<file path="config.mk">
export PLATFORM = sky130hd
export DESIGN_NAME = dbg_halt_ctrl
export DESIGN_NICKNAME = d
export VERILOG_FILES = /design/src/rtl/dbg_halt_pkg.sv /design/src/rtl/dbg_cfg_regs.sv /design/src/rtl/halt_req_merge.sv /design/src/rtl/eng_halt_fsm.sv /design/src/rtl/dbg_halt_ctrl.sv
export SDC_FILE = /design/constraint.sdc
export NUM_CORES = 1
export LEC_CHECK = 0
export BUFFER_PORTS_ARGS = -buffer_cell sky130_fd_sc_hd__buf_2
export CAP_MARGIN = 5
export CORE_UTILIZATION = 47
export DETAILED_ROUTE_END_ITERATION = 6
export MAX_ROUTING_LAYER = met4
export PLACE_DENSITY = 0.89
export SLEW_MARGIN = 20
export SYNTH_ARGS = -nofsm -noshare
export SYNTH_HDL_FRONTEND = slang
export SYNTH_SLANG_ARGS = --single-unit
</file>
<file path="constraint.sdc">
create_clock -name clk -period 3.2 [get_ports clk]
set_input_delay 0.64 -clock clk [delete_from_list [all_inputs] [get_ports clk]]
set_output_delay 0.64 -clock clk [all_outputs]
set_load 0.01 [all_outputs]
</file>
<file path="src/rtl/dbg_halt_pkg.sv">
package dbg_halt_pkg;
  typedef enum logic [1:0] {
    ENG_IDLE = 2'd0,
    ENG_RUN  = 2'd1,
    ENG_HALT = 2'd2,
    ENG_STEP = 2'd3
  } eng_state_e;
endpackage

</file>
<file path="src/rtl/dbg_cfg_regs.sv">
module dbg_cfg_regs #(
  parameter int NUM_ENG = 2
) (
  input  logic               clk,
  input  logic               rst_n,
  input  logic               cfg_we,
  input  logic               cfg_soc_en,
  input  logic               cfg_soc_slot,
  input  logic               cfg_twin,
  input  logic               vis_we,
  input  logic               vis_val,
  input  logic [NUM_ENG-1:0] eng_in_halt,
  output logic               soc_en_q,
  output logic               soc_slot_q,
  output logic               twin_q,
  output logic               vis_q
);
  logic soc_en_d, soc_slot_d, twin_d, vis_d;
  logic all_halted;

  assign all_halted = &eng_in_halt;

  always_comb begin
    soc_en_d   = soc_en_q;
    soc_slot_d = soc_slot_q;
    twin_d     = twin_q;
    vis_d      = vis_q;
    if (cfg_we) begin
      soc_en_d   = cfg_soc_en;
      soc_slot_d = cfg_soc_slot;
      twin_d     = cfg_twin;
    end
    if (vis_we) begin
      if (!vis_val)        vis_d = 1'b0;
      else if (all_halted) vis_d = 1'b1;
    end
  end

  always_ff @(posedge clk or negedge rst_n) begin
    if (!rst_n) begin
      soc_en_q   <= 1'b1;
      soc_slot_q <= 1'b0;
      twin_q     <= 1'b0;
      vis_q      <= 1'b0;
    end else begin
      soc_en_q   <= soc_en_d;
      soc_slot_q <= soc_slot_d;
      twin_q     <= twin_d;
      vis_q      <= vis_d;
    end
  end
endmodule

</file>
<file path="src/rtl/halt_req_merge.sv">
module halt_req_merge #(
  parameter int NUM_ENG = 2
) (
  input  logic [NUM_ENG-1:0] halt_op,
  input  logic [NUM_ENG-1:0] ext_halt,
  input  logic [NUM_ENG-1:0] bkpt_hit,
  input  logic [NUM_ENG-1:0] slot_boundary,
  input  logic [NUM_ENG-1:0] eng_active,
  input  logic               soc_dbg_req,
  input  logic               soc_en,
  input  logic               soc_slot,
  input  logic               twin,
  output logic [NUM_ENG-1:0] own_req,
  output logic [NUM_ENG-1:0] couple,
  output logic               soc_hold
);
  logic [NUM_ENG-1:0] soc_now;
  logic [NUM_ENG-1:0] raw_entry;

  assign soc_hold  = soc_dbg_req & soc_en;
  assign soc_now   = {NUM_ENG{soc_hold}} & ({NUM_ENG{~soc_slot}} | slot_boundary);
  assign own_req   = halt_op | ext_halt | bkpt_hit | soc_now;
  assign raw_entry = own_req & eng_active;

  for (genvar g = 0; g < NUM_ENG; g++) begin : g_cpl
    localparam logic [NUM_ENG-1:0] SELF = NUM_ENG'(1) << g;
    assign couple[g] = twin & (|(raw_entry & ~SELF));
  end
endmodule

</file>
<file path="src/rtl/eng_halt_fsm.sv">
module eng_halt_fsm
  import dbg_halt_pkg::*;
(
  input  logic       clk,
  input  logic       rst_n,
  input  logic       sched,
  input  logic       thread_end,
  input  logic       halt_op,
  input  logic       bkpt_hit,
  input  logic       ext_halt,
  input  logic       own_req,
  input  logic       couple,
  input  logic       soc_hold,
  input  logic       resume,
  input  logic       step,
  input  logic       vis,
  input  logic       stop_pins,
  input  logic       stop_tbase,
  output logic [1:0] state,
  output logic       active,
  output logic       in_halt,
  output logic       halted_q,
  output logic       freeze,
  output logic       tbase_gate
);
  eng_state_e st_q, st_d;
  logic latch_q, latch_d;
  logic ins_q, ins_d;
  logic enter, hold;

  assign active  = (st_q == ENG_IDLE) || (st_q == ENG_RUN);
  assign enter   = active & (own_req | couple);
  assign hold    = latch_q | ext_halt | soc_hold;
  assign in_halt = (st_q == ENG_HALT);

  always_comb begin
    st_d = st_q;
    unique case (st_q)
      ENG_IDLE: begin
        if (enter)      st_d = ENG_HALT;
        else if (sched) st_d = ENG_RUN;
      end
      ENG_RUN: begin
        if (enter)                    st_d = ENG_HALT;
        else if (thread_end && !sched) st_d = ENG_IDLE;
      end
      ENG_HALT: begin
        if (vis)        st_d = ENG_HALT;
        else if (step)  st_d = ENG_STEP;
        else if (!hold) st_d = ins_q ? ENG_RUN : ENG_IDLE;
      end
      ENG_STEP: st_d = ENG_HALT;
      default:  st_d = ENG_IDLE;
    endcase
  end

  always_comb begin
    latch_d = latch_q;
    if (enter && (halt_op || bkpt_hit || couple)) latch_d = 1'b1;
    else if (resume)                              latch_d = 1'b0;
    ins_d = ins_q;
    if (st_d == ENG_RUN)       ins_d = 1'b1;
    else if (st_d == ENG_IDLE) ins_d = 1'b0;
  end

  always_ff @(posedge clk or negedge rst_n) begin
    if (!rst_n) begin
      st_q     <= ENG_IDLE;
      latch_q  <= 1'b0;
      ins_q    <= 1'b0;
      halted_q <= 1'b0;
    end else begin
      st_q     <= st_d;
      latch_q  <= latch_d;
      ins_q    <= ins_d;
      halted_q <= in_halt;
    end
  end

  assign state      = st_q;
  assign freeze     = in_halt & stop_pins;
  assign tbase_gate = in_halt & stop_tbase;
endmodule

</file>
<file path="src/rtl/dbg_halt_ctrl.sv">
module dbg_halt_ctrl #(
  parameter int NUM_ENG = 2
) (
  input  logic                 clk,
  input  logic                 rst_n,
  input  logic [NUM_ENG-1:0]   sched_pending,
  input  logic [NUM_ENG-1:0]   thread_end,
  input  logic [NUM_ENG-1:0]   halt_op,
  input  logic [NUM_ENG-1:0]   ext_halt,
  input  logic [NUM_ENG-1:0]   bkpt_hit,
  input  logic [NUM_ENG-1:0]   step_cmd,
  input  logic [NUM_ENG-1:0]   resume_cmd,
  input  logic [NUM_ENG-1:0]   slot_boundary,
  input  logic                 soc_dbg_req,
  input  logic                 cfg_we,
  input  logic                 cfg_soc_en,
  input  logic                 cfg_soc_slot,
  input  logic                 cfg_twin,
  input  logic                 vis_we,
  input  logic                 vis_val,
  input  logic                 stop_pins,
  input  logic                 stop_tbase,
  output logic [2*NUM_ENG-1:0] eng_state,
  output logic [NUM_ENG-1:0]   halted,
  output logic [NUM_ENG-1:0]   freeze_in,
  output logic [NUM_ENG-1:0]   ram_release,
  output logic [NUM_ENG-1:0]   tbase_gate,
  output logic                 vis_on
);
  logic               soc_en_q, soc_slot_q, twin_q, vis_q;
  logic [NUM_ENG-1:0] in_halt, active, own_req, couple;
  logic               soc_hold;

  dbg_cfg_regs #(.NUM_ENG(NUM_ENG)) u_cfg (
    .clk         (clk),
    .rst_n       (rst_n),
    .cfg_we      (cfg_we),
    .cfg_soc_en  (cfg_soc_en),
    .cfg_soc_slot(cfg_soc_slot),
    .cfg_twin    (cfg_twin),
    .vis_we      (vis_we),
    .vis_val     (vis_val),
    .eng_in_halt (in_halt),
    .soc_en_q    (soc_en_q),
    .soc_slot_q  (soc_slot_q),
    .twin_q      (twin_q),
    .vis_q       (vis_q)
  );

  halt_req_merge #(.NUM_ENG(NUM_ENG)) u_merge (
    .halt_op      (halt_op),
    .ext_halt     (ext_halt),
    .bkpt_hit     (bkpt_hit),
    .slot_boundary(slot_boundary),
    .eng_active   (active),
    .soc_dbg_req  (soc_dbg_req),
    .soc_en       (soc_en_q),
    .soc_slot     (soc_slot_q),
    .twin         (twin_q),
    .own_req      (own_req),
    .couple       (couple),
    .soc_hold     (soc_hold)
  );

  for (genvar g = 0; g < NUM_ENG; g++) begin : g_eng
    eng_halt_fsm u_fsm (
      .clk       (clk),
      .rst_n     (rst_n),
      .sched     (sched_pending[g]),
      .thread_end(thread_end[g]),
      .halt_op   (halt_op[g]),
      .bkpt_hit  (bkpt_hit[g]),
      .ext_halt  (ext_halt[g]),
      .own_req   (own_req[g]),
      .couple    (couple[g]),
      .soc_hold  (soc_hold),
      .resume    (resume_cmd[g]),
      .step      (step_cmd[g]),
      .vis       (vis_q),
      .stop_pins (stop_pins),
      .stop_tbase(stop_tbase),
      .state     (eng_state[2*g +: 2]),
      .active    (active[g]),
      .in_halt   (in_halt[g]),
      .halted_q  (halted[g]),
      .freeze    (freeze_in[g]),
      .tbase_gate(tbase_gate[g])
    );
  end

  assign ram_release = in_halt;
  assign vis_on      = vis_q;
endmodule

</file>
==> reports/qor.csv, run 1 <==
stage,metric,value,unit
clock_network,worstSkewPairLatency,0.28,ns
worst_setup_path,cp_cell_sequence,inv_1 -> nor2_1 -> and2_1 -> buf_2,
sta,slew_headroom,0.7449,
pwr,peakVddDrop,0.3234,mV
pwr,p_clk_frac,0.198,
yosys,synth_top_area_frac,0.4167,
pwr,power.leakage,0.5022,nW
clock_network,cts-root-buf,clkbuf_4,
drt,drc,0,
final_layout,syn2layout_area_growth,24.52,%
floorplanning,ios,40,
worst_setup_path,slowest_delay,0.45,ns
clock_network,cts_buffer_depth,2,
final_layout,stdcell_count,125,
pwr,internal_power,0.4137,mW
yosys,yosysSeqAreaShare,0.4503,
yosys,ys_ff_latch,14,
clock_network,htreeDepth,1,
clock_network,cts_sinks,14,
sta,slew_viol_final,0,
worst_setup_path,critical_path_class,register to output pin,
sta,finalHoldWorstSlack,0.2374,ns
clock_network,postCtsSetupBuffers,0,
clock_network,cts_tree,done,
pwr,p_sw_frac,0.3553,
worst_setup_path,r2r-end,g_eng[1].u_fsm.ins_q,
job,drv_cap,0,
sta,period_minus_slack,2.023,ns
yosys,yosysWarningCount,0,
sta,worst_pin_slew,0.3826,ns
floorplanning,die_w,42.76,µm
grt,antenna_found_initial,0,
grt,grt_util_met1,0.2329,
final_layout,layout_commonest_cell,buf_2,
clock_network,cts.clk_slew.worst_paths,0.08,ns
drt,avgRoutedWirePerCell,12.42,µm
clock_network,postCtsHoldBufs,0,
yosys,yosys.cell_types.count,24,
grt,grt_pass1_vias,627,
sta,post-route-period-util,0.6321,
worst_setup_path,critPathCaptureType,output pin,
floorplanning,die_y,42.76,µm
worst_setup_path,crit_arrival,1.38,ns
drt,dr.pass1.iters,4,
grt,grt_util_met2,0.3606,
worst_setup_path,slowest_stage,dfrtp_1,
final_layout,most-common-layout-cells,"39 x buf_2, 13 x dfrtp_1, 10 x inv_1",
place,place_inst,121,
sta,rsz0062_at_grt,false,
worst_setup_path,reg2reg_from,u_cfg.soc_en_q,
grt,grt_pass1_wl,2704,µm
sta,hold_viol,0,
grt,gr-total-overflow,0,
yosys,avgSynthCellArea,10.55,µm²
worst_setup_path,reg2reg_setup_slack,1.73,ns
floorplanning,start_util,0.5123,
worst_setup_path,crit_buf_inv,2,
grt,globalRouteMet3Util,0.02553,
yosys,syn-instance-count,74,
worst_setup_path,rr_worst_depth,4,
drt,vias_per_cell,5.344,
drt,vias,668,
floorplanning,die_area,1828,µm²
place,port_buffers,39,
pwr,total_power,0.6417,mW
worst_setup_path,cp_top_family,flip-flops,
min_path,min_path_type,input port to asynchronous set/reset pin,
final_layout,fillers,135,
place,hpwl,1231,µm
sta,tns,0,ns
floorplanning,core,1524,µm²
final_layout,nets,137,
final_layout,diodes,0,
sta,fmax,494.4,MHz
pwr,seqPwrFrac,0.421,
clock_network,cts.repair.resized,0,
yosys,synth_top_area_cell,dfrtp_1,
place,gp_congestion,0.8072,
drt,ant_nets,0,
pwr,powerDensity,660.1,nW/µm²
grt,grt_max_degree,15,
clock_network,cts_made_buffers,3,
yosys,syn-cell-area,780.7,µm²
worst_setup_path,crit_path_start_kind,register,
yosys,synth_area_leaders,"dfrtp_1 42%, buf_4 7.7%, a2111oi_4 7.1%",
grt,gr-usage-all-layers,0.2064,
final_layout,final_layout_size_suffix_gt1_frac,0.4771,
drt,wl,1553,µm
pwr,p_comb_frac,0.381,
grt,top_usage_layer,met2,
outcome,status,finished clean,
floorplanning,std_cell_rows,14,
sta,finalSetupViolations,0,
worst_setup_path,required,2.56,ns
worst_setup_path,path_max_fanout,6,
pwr,p_sw,0.2280,mW
sta,fin_worst_skew,0.001574,ns
drt,first_iter_violations,17,
yosys,syn-num-nets,101,
==> stage by stage <==
step | area [µm²] | setup WS [ns] | utilization
global placement | 935.9 | 1.344 | 0.6141
finish | 972.2 | 1.177 | 0.6379
global route | 972.2 | 1.098 | 0.6379
detailed placement | 935.9 | 1.329 | 0.6141
CTS | 972.2 | 1.178 | 0.6379
floorplan | 780.7 | 1.521 | -
==> synth_stat cells, drive strengths merged <==
library cell	number
o31ai	1
mux2	2
nor2	5
a2111oi	2
o41ai	1
o21ai	1
nand2b	2
and2	5
inv	10
a31oi	1
o311ai	2
o22ai	2
nand2	1
buf	8
o31a	2
nor3	2
dfstp	1
a21oi	6
a22o	1
mux2i	2
dfrtp	13
or3	4
==> cell families (layout without fill, tap and decap cells) <==
logic type | after synthesis | after routing | synth area share
buffers and inverters | 18 | 53 | 0.1250
flip-flops | 14 | 14 | 0.4503
AO/OA/AOI/OAI | 19 | 19 | 0.2372
multiplexers | 4 | 4 | 0.05449
AND/OR/NAND/NOR | 19 | 19 | 0.1330
==> metal layers <==
layer,vias to the layer above,wire length [µm]
li1,321,-
met2,23,852
met3,4,73
met1,320,607
met5,-,0
met4,0,19
==> final cells by class <==
cell class,instances,area (µm²),share of cell area
timing repair buffer,39,195.2,0.2008
tap,16,20.02,0.02059
inverter,10,37.54,0.03861
multi-input combinational,42,331.6,0.3411
sequential,14,351.6,0.3616
clock buffer,4,36.28,0.03732
==> worst max-delay path by stage <==
stage          cells past startpoint                   end                    start
2_1_floorplan                      4  g_eng[1].u_fsm.ins_q         slot_boundary[1]
3_3_place_gp                       5  g_eng[0].u_fsm.ins_q         slot_boundary[0]
3_5_place_dp                       5  g_eng[0].u_fsm.ins_q         slot_boundary[0]
4_1_cts                            4         tbase_gate[1]  g_eng[1].u_fsm.state[1]
5_1_grt                            4          freeze_in[1]  g_eng[1].u_fsm.state[1]
6_report                           4         tbase_gate[1]  g_eng[1].u_fsm.state[1]
==> power by group through the flow <==
stage	clock (mW)	sequential, mW	combinational [mW]
after floorplan	0	0.278	0.190
after global placement	0	0.272	0.240
after detailed placement	0	0.274	0.245
after CTS	0.128	0.271	0.247
after global routing	0.135	0.277	0.270
final	0.127	0.270	0.244
==> flip-flops by register name, indices dropped and copies added, names as in the netlist <==
signal and count:
u_cfg.soc_slot_q 1, g_eng.u_fsm.ins_q 2, u_cfg.soc_en_q 1, u_cfg.twin_q 1, u_cfg.vis_q 1, g_eng.u_fsm.latch_q 2
g_eng.u_fsm.state 4, g_eng.u_fsm.halted_q 2
No activity file was read; power rests on OpenSTA's default activity.
==> run 2, diff against run 1 <==
ABC_AREA = 1   (was default)
CORE_UTILIZATION = 45   (was 47)
PLACE_DENSITY = 0.84   (was 0.89)
clock period = 2 ns   (was 3.2 ns; I/O delays follow)
==> reports/qor.csv, run 2 <==
stage,metric,value,unit,change
sta,period_minus_slack,1.570,ns,
yosys,syn-cell-area,882.1,µm²,was 780.7 µm²
clock_network,cts.clk_slew.worst_paths,0.09,ns,was 0.08 ns
yosys,ys_ff_latch,14,,unchanged
floorplanning,die_y,46.28,µm,was 42.76 µm
sta,tns,0,ns,unchanged
sta,worst_pin_slew,0.3095,ns,was 0.3826 ns
drt,avgRoutedWirePerCell,10.59,µm,was 12.42 µm
grt,grt_pass1_vias,761,,was 627
yosys,syn-instance-count,122,,was 74
yosys,async_flop_share,1.000,,unchanged
final_layout,largest_reg_flops,4,,unchanged
final_layout,final_area,1085,µm²,was 972.2 µm²
drt,vias_per_cell,4.687,,was 5.344
worst_setup_path,reg2reg_setup_slack,0.69,ns,was 1.73 ns
sta,fin_worst_skew,0.006534,ns,was 0.001574 ns
yosys,synthXorXnorAreaFrac,0,,unchanged
place,postPlaceCellArea,1049,µm²,was 935.9 µm²
drt,drc,0,,unchanged
worst_setup_path,reg2reg_from,u_cfg.soc_en_q,,unchanged
yosys,synth_ff_type,dfrtp_1,,unchanged
yosys,synth_top_family_by_area,simple AND/OR/NAND/NOR gates,,was compound AO/OA/AOI/OAI gates
sta,finalWorstSetupSlack,0.4295,ns,was 1.177 ns
place,port_buffers,39,,unchanged
place,hpwl,1477,µm,was 1231 µm
clock_network,postCtsHoldBufs,0,,unchanged
yosys,synth_top_area_cell,dfrtp_1,,unchanged
final_layout,nets,185,,was 137
sta,rsz0062_at_grt,false,,unchanged
grt,antenna_found_initial,0,,unchanged
yosys,synth_top_area_frac,0.3688,,was 0.4167
clock_network,cts.repair.resized,0,,unchanged
final_layout,layout_commonest_cell,buf_2,,unchanged
yosys,synth_compound_area_frac,0.04397,,was 0.2372
floorplanning,die_w,46.28,µm,was 42.76 µm
job,drv_cap,0,,unchanged
pwr,power.leakage,0.6446,nW,was 0.5022 nW
final_layout,diodes,0,,unchanged
yosys,syn-num-nets,149,,was 101
sta,slew_viol_final,0,,unchanged
final_layout,final_layout_size_suffix_gt1_frac,0.4076,,was 0.4771
sta,finalHoldWorstSlack,-0.02428,ns,was 0.2374 ns
yosys,avgSynthCellArea,7.230,µm²,was 10.55 µm²
grt,grt_max_degree,15,,unchanged
floorplanning,start_util,0.4947,,was 0.5123
yosys,synth_most_common_cell,nand2_1,,was dfrtp_1
final_layout,most-common-layout-cells,"39 x buf_2, 23 x nand2_1, 22 x inv_1",,"was 39 x buf_2, 13 x dfrtp_1, 10 x inv_1"
sta,fmax,636.7,MHz,
yosys,yosys.cell_types.count,19,,was 24
sta,finalSetupViolations,0,,unchanged
worst_setup_path,critical_path_class,register to output pin,,unchanged
clock_network,cts_buffer_depth,2,,unchanged
place,place_ws,0.7375,ns,was 1.329 ns
clock_network,cts_made_buffers,3,,unchanged
worst_setup_path,cp_cell_sequence,nand2_2 -> nor2_1 -> buf_2,,was inv_1 -> nor2_1 -> and2_1 -> buf_2
yosys,synth_edf_count,0,,unchanged
worst_setup_path,rr_worst_depth,9,,was 4
sta,hold_viol,13,,was 0
clock_network,postCtsSetupBuffers,0,,unchanged
yosys,yosysSeqAreaShare,0.3986,,was 0.4503
clock_network,cts_tree,done,,unchanged
floorplanning,std_cell_rows,15,,was 14
grt,gr-usage-all-layers,0.2062,,was 0.2064
yosys,synth_fa_ha_area_frac,0,,unchanged
drt,first_iter_violations,16,,was 17
final_layout,syn2layout_area_growth,22.98,%,was 24.52%
grt,grt_pass1_wl,3008,µm,was 2704 µm
clock_network,cts_sinks,14,,unchanged
pwr,powerDensity,1032,nW/µm²,was 660.1 nW/µm²
worst_setup_path,slowest_delay,0.50,ns,was 0.45 ns
pwr,total_power,1.120,mW,was 0.6417 mW
sta,post-route-period-util,0.7852,,
worst_setup_path,required,1.60,ns,was 2.56 ns
yosys,synth_simple_gate_area_frac,0.3489,,was 0.1330
clock_network,worstSkewPairLatency,0.30,ns,was 0.28 ns
worst_setup_path,crit_path_start_kind,register,,unchanged
drt,dr.pass1.iters,4,,unchanged
outcome,violations,hold timing,,
drt,wl,1927,µm,was 1553 µm
worst_setup_path,slowest_stage,dfrtp_1,,unchanged
sta,slew_headroom,0.7937,,was 0.7449
floorplanning,die_area,2141,µm²,was 1828 µm²
yosys,synthTopCellsByCount,"23 x nand2_1, 22 x inv_1, 16 x nor2_1",,"was 13 x dfrtp_1, 10 x inv_1, 8 x buf_4"
yosys,muxShareOfSynthArea,0.02553,,was 0.05449
clock_network,cts-root-buf,clkbuf_4,,unchanged
worst_setup_path,crit_arrival,1.17,ns,was 1.38 ns
worst_setup_path,r2r-end,g_eng[1].u_fsm.ins_q,,unchanged
yosys,yosysWarningCount,0,,unchanged
clock_network,htreeDepth,1,,unchanged
yosys,synth_area_leaders,"dfrtp_1 37%, nand2_1 9.8%, inv_1 9.4%",,"was dfrtp_1 42%, buf_4 7.7%, a2111oi_4 7.1%"
pwr,peakVddDrop,0.6675,mV,was 0.3234 mV
drt,vias,853,,was 668
outcome,status,"finished, violations left",,was finished clean
worst_setup_path,critPathCaptureType,output pin,,unchanged
grt,gr-total-overflow,0,,unchanged
worst_setup_path,path_max_fanout,7,,was 6
floorplanning,core,1783,µm²,was 1524 µm²
place,gp_congestion,0.8835,,was 0.8072
floorplanning,ios,40,,unchanged
min_path,min_path_type,input port to asynchronous set/reset pin,,unchanged
drt,ant_nets,0,,unchanged
## run 2: critical path, delay by kind of cell, from the launching register on
family / cells / cell delay, ns
buffers and inverters: 1 / 0.14
and+or+nand+nor: 2 / 0.24
DFF: 1 / 0.50
## run 2: final cells by class
cell class	instances	area, µm²
fill	168	698.2
multi-input combinational	73	369.1
timing repair buffer	39	195.2
clock buffer	4	36.28
sequential	14	351.6
tap	25	31.28
inverter	27	101.3
## run 2: cell families after synthesis
| kind of cell | after synthesis |
|---|---|
| buf+inv | 35 |
| simple gates | 64 |
| mux | 2 |
| compound gates | 7 |
| flops | 14 |
## run 2: report_power, final
group | switching [mW] | total (mW) | internal (mW)
registers | 0.0649 | 0.433 | 0.368
clock network | 0.105 | 0.216 | 0.111
logic | 0.281 | 0.471 | 0.191
total | 0.450 | 1.12 | 0.670
## run 2: metrics by stage
step,std cells,utilization
CTS,182,0.6084
detailed placement,178,0.5881
finish,182,0.6084
floorplan,122,-
global route,182,0.6084
global placement,178,0.5881
## run 2: metal layers
metal  routed length [µm]  GRT usage  up-vias  part of all wire
met5                    0          -        -                 0
met4                   46    0.09412        0             0.024
met2                  962     0.3493       41              0.50
met3                  124    0.02353        7             0.064
met1                  793     0.2421      377              0.41
li1                     -          -      428                 -
## run 2: worst max-delay path by stage
stage               slack, ns                   end               startpoint  cells after the start
floorplan                0.83        ram_release[0]  g_eng[0].u_fsm.state[1]                      3
global placement         0.78  g_eng[0].u_fsm.ins_q           u_cfg.soc_en_q                      9
detailed placement       0.74  g_eng[0].u_fsm.ins_q           u_cfg.soc_en_q                      9
CTS                      0.44         tbase_gate[1]  g_eng[1].u_fsm.state[1]                      3
global route             0.38         tbase_gate[0]  g_eng[0].u_fsm.state[1]                      3
finish                   0.43         tbase_gate[1]  g_eng[1].u_fsm.state[1]                      3
==> run 3, diff against run 2 <==
ABC_AREA = 0   (was 1)
CORE_UTILIZATION = 39   (was 45)
PLACE_DENSITY = 0.8   (was 0.84)
clock period = 1.4 ns   (was 2 ns; I/O delays follow)
==> reports/qor.csv, run 3 (same netlist as run 1, synthesis figures left out) <==
stage,metric,value,unit,change
outcome,status,"finished, violations left",,unchanged
outcome,violations,setup timing,,was hold timing
sta,fmax,668.2,MHz,
worst_setup_path,rr_worst_depth,4,,was 9
final_layout,syn2layout_area_growth,45.51,%,was 22.98%
sta,worst_pin_slew,0.4020,ns,was 0.3095 ns
clock_network,cts_tree,done,,unchanged
sta,rsz0062_at_grt,true,,was false
clock_network,htreeDepth,1,,unchanged
clock_network,worstSkewPairLatency,0.29,ns,was 0.30 ns
drt,first_iter_violations,9,,was 16
min_path,min_path_type,input port to register,,was input port to asynchronous set/reset pin
grt,grt_pass1_wl,2877,µm,was 3008 µm
grt,grt_max_degree,15,,unchanged
floorplanning,core,1802,µm²,was 1783 µm²
drt,vias,710,,was 853
floorplanning,die_w,46.74,µm,was 46.28 µm
final_layout,nets,150,,was 185
floorplanning,start_util,0.4333,,was 0.4947
worst_setup_path,path_max_fanout,3,,was 7
job,drv_cap,0,,unchanged
place,port_buffers,39,,unchanged
worst_setup_path,critical_path_class,register to register,,was register to output pin
final_layout,multi_input_area,359.1,µm²,was 369.1 µm²
final_layout,post-route-util,0.6306,,was 0.6084
sta,finalHoldWorstSlack,0.1900,ns,was -0.02428 ns
worst_setup_path,critPathCaptureType,register,,was output pin
floorplanning,die_y,46.74,µm,was 46.28 µm
drt,ant_nets,0,,unchanged
worst_setup_path,crit_arrival,1.71,ns,was 1.17 ns
grt,grt_pass1_vias,715,,was 761
clock_network,cts-root-buf,clkbuf_4,,unchanged
sta,finalSetupViolations,7,,was 0
drt,vias_per_cell,4.830,,was 4.687
place,place_ws,-0.1425,ns,was 0.7375 ns
final_layout,most-common-layout-cells,"35 x buf_2, 13 x dfrtp_1, 12 x buf_4",,"was 39 x buf_2, 23 x nand2_1, 22 x inv_1"
sta,fin_worst_skew,0.009834,ns,was 0.006534 ns
worst_setup_path,reg2reg_from,u_cfg.soc_slot_q,,was u_cfg.soc_en_q
clock_network,cts_buffer_depth,2,,unchanged
pwr,power.leakage,0.5784,nW,was 0.6446 nW
final_layout,seqCellArea,351.6,µm²,unchanged
min_path,hp-start,vis_we,,
min_path,min_to,u_cfg.vis_q,,
floorplanning,std_cell_rows,15,,unchanged
final_layout,diodes,0,,unchanged
final_layout,layout_commonest_cell,buf_2,,unchanged
sta,finalWorstSetupSlack,-0.09658,ns,was 0.4295 ns
grt,antenna_found_initial,0,,unchanged
min_path,min_path_cells,2,,
worst_setup_path,required,1.61,ns,was 1.60 ns
floorplanning,die_area,2185,µm²,was 2141 µm²
floorplanning,ios,40,,unchanged
place,hpwl,1493,µm,was 1477 µm
final_layout,largest_reg_flops,4,,unchanged
pwr,peakVddDrop,0.8137,mV,was 0.6675 mV
pwr,powerDensity,1568,nW/µm²,was 1032 nW/µm²
grt,gr-total-overflow,0,,unchanged
drt,wl,1965,µm,was 1927 µm
worst_setup_path,reg2reg_setup_slack,-0.1,ns,was 0.69 ns
sta,slew_headroom,0.7320,,was 0.7937
sta,post-route-period-util,1.069,,
worst_setup_path,crit_path_start_kind,register,,unchanged
place,gp_congestion,0.8412,,was 0.8835
grt,gr-usage-all-layers,0.2046,,was 0.2062
sta,hold_viol,0,,was 13
drt,dr.pass1.iters,3,,was 4
clock_network,cts.clk_slew.worst_paths,0.09,ns,about the same
drt,avgRoutedWirePerCell,13.37,µm,was 10.59 µm
final_layout,fillers,160,,was 168
worst_setup_path,r2r-end,g_eng[0].u_fsm.state[0],,was g_eng[1].u_fsm.ins_q
clock_network,cts_made_buffers,3,,unchanged
sta,period_minus_slack,1.497,ns,
final_layout,final_layout_size_suffix_gt1_frac,0.5902,,was 0.4076
clock_network,cts_sinks,14,,unchanged
drt,drc,0,,unchanged
sta,slew_viol_final,0,,unchanged
sta,tns,-0.4202,ns,was 0 ns
-- run 3: cell count changes in the layout (fill, tap and decap cells not counted), moves of 8 or more --
cell	change
nor2_1	-13
nand2_2	-10
inv_1	-14
nand3_1	-8
nand2_1	-22
buf_4	+12
-- run 3: how the worst max path moves through the flow --
stage	end	startpoint	cells after the start	slack, ns
after floorplan	g_eng[0].u_fsm.ins_q	u_cfg.soc_en_q	4	0.06
after global placement	g_eng[0].u_fsm.ins_q	slot_boundary[0]	5	-0.08
after detailed placement	g_eng[0].u_fsm.ins_q	slot_boundary[0]	5	-0.14
after CTS	g_eng[1].u_fsm.ins_q	u_cfg.soc_en_q	4	-0.09
after global routing	g_eng[0].u_fsm.state[0]	u_cfg.soc_slot_q	4	-0.15
final	g_eng[0].u_fsm.state[0]	u_cfg.soc_slot_q	4	-0.1
-- run 3: per-stage QoR --
| stage | std cells | cell area [µm²] | total power [mW] |
|---|---|---|---|
| 2_1_floorplan | 74 | 780.7 | 1.070 |
| 3_3_place_gp | 134 | 977.2 | 1.215 |
| 3_5_place_dp | 134 | 977.2 | 1.245 |
| 4_1_cts | 141 | 1054 | 1.595 |
| 5_1_grt | 147 | 1136 | 1.907 |
| 6_report | 147 | 1136 | 1.781 |
-- run 3: worst max-delay path, cell delays in order (launching register included) --
cell	delay [ns]
dfrtp_1	0.38
nand2b_1	0.11
a2111oi_4	0.48
o311ai_2	0.23
o22ai_1	0.22
-- run 3: cell type report --
type                            instances  area share
Multi-Input combinational cell         42      0.3161
Sequential cell                        14      0.3095
Timing Repair Buffer                   52      0.2819
Inverter                               10     0.03304
Clock buffer                            4     0.03194
Tap cell                               25     0.02753
-- run 3: timing repair --
action | in CTS | in global routing
pin swaps | 1 | 6
hold buffers | 1 | 0
gates resized for setup | 6 | 8
setup buffers | 2 | 6
endpoints found under the setup margin | 12 | 11
hold endpoints to repair | 13 | 0
-- run 3: routing by layer --
layer  vias up  GRT usage  wire length (µm)
met5         -          -                 0
met4         0     0.1029                29
met3         4    0.07308                83
met2        20     0.3611              1049
met1       337     0.1942               803
li1        349          -                 -
-- run 3: power breakdown --
| group | switching, mW | internal [mW] |
|---|---|---|
| combinational | 0.394 | 0.473 |
| sequential | 0.0924 | 0.531 |
| clock | 0.132 | 0.159 |
| total | 0.619 | 1.16 |
